===== src/rtl/pad_deser_pkg.sv =====
package pad_deser_pkg;

    localparam int IN_W_DEFAULT  = 32;
    localparam int REC_W_DEFAULT = 136;

    // Words of input width needed to cover one record (rounded up).
    function automatic int words_per_rec(input int rec_w, input int in_w);
        return (rec_w + in_w - 1) / in_w;
    endfunction

    function automatic int idx_width(input int n);
        return (n <= 1) ? 1 : $clog2(n);
    endfunction

    // What an input cycle does to the current group.
    typedef enum logic [1:0] {
        BEAT_IDLE        = 2'd0,
        BEAT_FILL        = 2'd1,
        BEAT_CLOSE_FULL  = 2'd2,
        BEAT_CLOSE_SHORT = 2'd3
    } beat_kind_e;

    function automatic beat_kind_e classify(input logic fire,
                                            input logic last,
                                            input logic final_slot);
        if (!fire)            return BEAT_IDLE;
        else if (final_slot)  return BEAT_CLOSE_FULL;
        else if (last)        return BEAT_CLOSE_SHORT;
        else                  return BEAT_FILL;
    endfunction

    function automatic logic closes_group(input beat_kind_e k);
        return (k == BEAT_CLOSE_FULL) || (k == BEAT_CLOSE_SHORT);
    endfunction

endpackage


===== src/rtl/pad_deser_slot_ctr.sv =====
module pad_deser_slot_ctr #(
    parameter int WORDS = 5,
    parameter int IDX_W = 3
) (
    input  logic             clk,
    input  logic             rst,
    input  logic             adv,
    input  logic             wrap,
    output logic [IDX_W-1:0] slot,
    output logic             at_final
);
    localparam logic [IDX_W-1:0] LAST_SLOT = IDX_W'(WORDS - 1);

    always_ff @(posedge clk) begin
        if (rst) begin
            slot <= '0;
        end else if (adv) begin
            if (wrap) slot <= '0;
            else      slot <= slot + 1'b1;
        end
    end

    assign at_final = (slot == LAST_SLOT);

endmodule


===== src/rtl/pad_deser_assembler.sv =====
module pad_deser_assembler #(
    parameter int IN_W  = 32,
    parameter int WORDS = 5,
    parameter int REC_W = 136,
    parameter int IDX_W = 3
) (
    input  logic             clk,
    input  logic             rst,
    input  logic             adv,
    input  logic             wrap,
    input  logic [IDX_W-1:0] slot,
    input  logic [IN_W-1:0]  word,
    output logic [REC_W-1:0] rec_next
);
    localparam int HELD = WORDS - 1;
    localparam int SPAN = WORDS * IN_W;

    logic [HELD*IN_W-1:0] held_q;
    logic [SPAN-1:0]      span;
    logic                 unused_pad_bits;

    genvar k;
    generate
        for (k = 0; k < WORDS; k++) begin : g_slice
            if (k < HELD) begin : g_stored
                always_ff @(posedge clk) begin
                    if (rst || (adv && wrap)) begin
                        held_q[k*IN_W +: IN_W] <= '0;
                    end else if (adv && (slot == IDX_W'(k))) begin
                        held_q[k*IN_W +: IN_W] <= word;
                    end
                end
                assign span[k*IN_W +: IN_W] =
                    (slot == IDX_W'(k)) ? word : held_q[k*IN_W +: IN_W];
            end else begin : g_tail
                assign span[k*IN_W +: IN_W] =
                    (slot == IDX_W'(k)) ? word : '0;
            end
        end
    endgenerate

    assign rec_next        = span[REC_W-1:0];
    assign unused_pad_bits = ^span[SPAN-1:REC_W];

endmodule


===== src/rtl/pad_deser_out_stage.sv =====
module pad_deser_out_stage #(
    parameter int REC_W = 136
) (
    input  logic             clk,
    input  logic             rst,
    input  logic             load,
    input  logic [REC_W-1:0] rec_in,
    input  logic             last_in,
    input  logic             m_ready,
    output logic             m_valid,
    output logic [REC_W-1:0] m_data,
    output logic             m_last,
    output logic             can_take
);
    always_ff @(posedge clk) begin
        if (rst) begin
            m_valid <= 1'b0;
            m_data  <= '0;
            m_last  <= 1'b0;
        end else if (load) begin
            m_valid <= 1'b1;
            m_data  <= rec_in;
            m_last  <= last_in;
        end else if (m_ready) begin
            m_valid <= 1'b0;
        end
    end

    assign can_take = !m_valid || m_ready;

endmodule


===== src/rtl/pad_deser.sv =====
module pad_deser
    import pad_deser_pkg::*;
#(
    parameter int IN_W  = IN_W_DEFAULT,
    parameter int REC_W = REC_W_DEFAULT
) (
    input  logic             clk,
    input  logic             rst,
    input  logic             s_valid,
    output logic             s_ready,
    input  logic [IN_W-1:0]  s_data,
    input  logic             s_last,
    output logic             m_valid,
    input  logic             m_ready,
    output logic [REC_W-1:0] m_data,
    output logic             m_last
);
    localparam int WORDS = words_per_rec(REC_W, IN_W);
    localparam int IDX_W = idx_width(WORDS);

    logic             fire;
    logic             wrap;
    logic             at_final;
    logic [IDX_W-1:0] slot;
    logic [REC_W-1:0] rec_next;
    beat_kind_e       kind;

    assign fire = s_valid && s_ready;
    assign kind = classify(fire, s_last, at_final);
    assign wrap = closes_group(kind);

    pad_deser_slot_ctr #(
        .WORDS (WORDS),
        .IDX_W (IDX_W)
    ) u_ctr (
        .clk      (clk),
        .rst      (rst),
        .adv      (fire),
        .wrap     (wrap),
        .slot     (slot),
        .at_final (at_final)
    );

    pad_deser_assembler #(
        .IN_W  (IN_W),
        .WORDS (WORDS),
        .REC_W (REC_W),
        .IDX_W (IDX_W)
    ) u_asm (
        .clk      (clk),
        .rst      (rst),
        .adv      (fire),
        .wrap     (wrap),
        .slot     (slot),
        .word     (s_data),
        .rec_next (rec_next)
    );

    pad_deser_out_stage #(
        .REC_W (REC_W)
    ) u_out (
        .clk      (clk),
        .rst      (rst),
        .load     (wrap),
        .rec_in   (rec_next),
        .last_in  (s_last),
        .m_ready  (m_ready),
        .m_valid  (m_valid),
        .m_data   (m_data),
        .m_last   (m_last),
        .can_take (s_ready)
    );

endmodule


===== config.mk =====
export PLATFORM = sky130hd
export DESIGN_NAME = pad_deser
export DESIGN_NICKNAME = d
export VERILOG_FILES = /design/src/rtl/pad_deser_pkg.sv /design/src/rtl/pad_deser_slot_ctr.sv /design/src/rtl/pad_deser_assembler.sv /design/src/rtl/pad_deser_out_stage.sv /design/src/rtl/pad_deser.sv
export SDC_FILE = /design/constraint.sdc
export NUM_CORES = 1
export LEC_CHECK = 0
export ABC_AREA = 0
export CORE_MARGIN = 2
export CORE_UTILIZATION = 45
export CTS_BUF_LIST = sky130_fd_sc_hd__clkbuf_16
export DETAILED_ROUTE_END_ITERATION = 10
export PLACE_DENSITY = 0.69
export SLEW_MARGIN = 20
export SYNTH_ARGS = -nofsm -noshare
export SYNTH_HDL_FRONTEND = slang
export SYNTH_SLANG_ARGS = --single-unit

===== constraint.sdc =====
create_clock -name clk -period 2.6 [get_ports clk]
set_input_delay 0.26 -clock clk [delete_from_list [all_inputs] [get_ports clk]]
set_output_delay 0.26 -clock clk [all_outputs]
set_load 0.01 [all_outputs]

==> results.yml <==
setup_path:
  worstPathCellList: "inv_1 > ha_1 > a21o_4 > buf_4 > a31oi_1 > a311oi_2"
  start_kind: "flop"
  critPathArrivalTime_ps: 2770
  worstSetupPathType: "reg -> reg"
  critPathMaxStageDelay_ps: 570
  path_max_fanout: 51
  slowest_stage: "buf_4"
  worst-endpoint-required_ps: 3050
  critPathCaptureType: "flop"
power_and_ir_drop:
  proportion_of_power_drawn_by_the_clock_network_pct: 38.6
  internal-power_w: 0.00716
  net-switching-power_w: 0.00284
  p_leak_nw: 4.49
  irDropWorstVdd_mv: 0.468
  power.sequential.fraction_pct: 44.6
  power.switching_fraction_pct: 28.4
  power.combinational.fraction_pct: 16.8
  power.density_nw_per_um2: 659
clocking:
  cts_root_buf: "clkbuf_16"
  post-cts-setup-buffers: 0
  clock-sinks: 269
  cts.clk_slew.worst_paths_ps: 70
  worst_skew_pair.late_latency_ps: 550
  cts-buffers-inserted: 28
  max_buffers_root_to_sink: 3
  cts_tree: "built"
  ctsHtreeMaxLevel: 1
die:
  core_area_um2: 27600
  placementRows: 61
  initial_core_util_pct: 45.5
  floorplan_die_area_um2: 29300
  die_w_um: 171
  die_h_um: 171
  io_pins: 176
place:
  placedCellCount: 1782
  gp_congestion: 0.808
  placement_cell_area_um2: 14300
  placement.io_buffers: 175
  detailedPlacementHpwl_um: 23500
grt:
  tot_gr_track_use_pct: 28.3
  grt_antenna_before_repair: 2
  grt_first_pass_wirelength_um: 65600
  grt_pass1_vias: 11100
  grt_start_max_net_pins: 141
  gr_overflow_total: 0
synthesis:
  synth_area_per_cell_um2: 8.80
  netlist_area_um2: 12600
  ys_seq_area_share_pct: 42.8
  netlist_instances: 1428
  net_count_after_synthesis: 1470
  synth.ff_latch_count: 269
  ys_warn_count: 0
  ys_types: 28
finish:
  layout-drive-gt1-share_pct: 12.4
  mostFrequentLayoutCell: "dfxtp_1"
  stdcell_count: 1832
  flow.area_growth_from_synthesis_pct: 20.8
  nFillCells: 2470
  layout_common_cells: "269 x dfxtp_1, 193 x nand2_1, 173 x clkdlybuf4s50_1, 137 x o31ai_1, 136 x nand4_1"
  design.final.nets: 1477
  final_area_um2: 15200
route:
  drt-initial-drc-count: 1528
  via_per_inst: 6.58
  postRouteWirelength_um: 42700
  routed_via_count: 12000
  drt.antenna.violating_nets: 0
  wl_per_cell_um: 23.3
  route.detailed.drc: 0
  first_pass_iters: 7
sta:
  hold_ws_ps: 277
  totalNegativeSetupSlack_ps: 0
  fin_crit_sh_pct: 89.4
  actual_slew_at_the_worst_max_slew_pin_ps: 778
  final-setup-viol-count: 0
  final-max-slew-violation-count: 0
  finalClockSkew_ps: 8.03
  timing.fmax_mhz: 430
  rsz0062_at_grt: "false"
  hold_violation_count_in_the_final_report: 0
  final.min_clock_period_ps: 2320
  maxSlewHeadroom_pct: 48.0
outcome:
  status: "complete, no violations"
worst_hold_path:
  holdCritPathClass: "in -> reg"
flow_run:
  drv.max_cap_violation_count: 0
==> layout make-up <==
class                      count  area [um^2]  share of cell area [%]
clock inverter                19          135                   0.890
timing repair buffer         211         2300                    15.2
inverter                       6         32.5                   0.214
clock buffer                  29          726                    4.78
tap                          378          473                    3.11
antenna                        1         2.50                  0.0165
sequential                   269         5390                    35.5
multi-input combinational    919         6130                    40.4
==> stage by stage <==
stage	total power, W	worst slack, ps	util, %
2_1_floorplan	0.00549	942	-
3_3_place_gp	0.00618	411	51.8
3_5_place_dp	0.00621	344	51.8
4_1_cts	0.0100	314	54.9
5_1_grt	0.0103	119	54.9
6_report	0.0100	276	55.0
==> cells by family (layout without fill, tap and decap cells) <==
kind of cell	count (synthesis)	in the layout	synth area share, %
AOI/OAI and AO/OA	540	540	32.1
adders and majority gates	5	5	0.498
buffers and inverters	240	265	8.89
DFF	269	269	42.8
muxes	32	32	2.55
other	0	1	0
and+or+nand+nor	342	342	13.1
==> power groups by stage <==
stage / Clock (W) / Sequential, W / Combinational (W)
global placement: 0 / 0.00455 / 0.00163
floorplan: 0 / 0.00458 / 0.000917
detailed placement: 0 / 0.00455 / 0.00166
CTS: 0.00388 / 0.00446 / 0.00166
global route: 0.00406 / 0.00448 / 0.00180
finish: 0.00386 / 0.00446 / 0.00168
==> cell usage after synthesis, drive strengths merged <==
library cell,n,area share (%)
o21ai,2,0.080
clkbuf,106,3.2
a311oi,97,7.3
nand3,3,0.12
nor3,1,0.040
buf,128,5.5
o31ai,137,8.2
a21o,1,0.060
mux2i,32,2.5
a211oi,32,1.9
nand2,193,5.8
a31oi,128,6.4
nand2b,3,0.15
nand4,136,6.8
and2,1,0.050
a31o,1,0.070
nor2,1,0.030
dfxtp,269,43
a21oi,142,8.1
ha,5,0.50
nor2b,4,0.20
inv,6,0.20
==> final timing paths <==
path,endpoint,cells past startpoint,slack [ps],startpoint
min reg2reg,u_asm.held_q[20],2,470,u_asm.held_q[20]
max,u_out.m_data[62],6,280,u_ctr.slot[0]
min,u_asm.held_q[20],3,280,s_valid
max reg2reg,u_out.m_data[62],6,280,u_ctr.slot[0]
==> per-layer routing <==
metal	global-route usage, %	wire [um]	vias to the layer above
met3	5.30	3810	98
li1	-	-	5472
met5	0	15	-
met2	40.1	18300	600
met1	41.2	18600	5874
met4	12.9	1970	2
==> registers in the layout, summed over array words and instances (netlist names) <==
signal         cells
u_asm.held_q     128
u_ctr.slot         3
u_out.m_data     136
u_out.m_last       1
u_out.m_valid      1
==> timing repair <==
item / 4_1_cts / 5_1_grt
hold endpoints to repair: 1 / 0
resized for setup: 0 / 0
hold buffers: 1 / 0
==> critical path: cells and delay by family (launching register included) <==
kind / cells / cell delay (ps)
AO/OA/AOI/OAI: 3 / 820
buffers and inverters: 2 / 680
flip-flops: 1 / 340
adder cells (fa/ha/maj): 1 / 340
(Power assumes the default switching activity.)
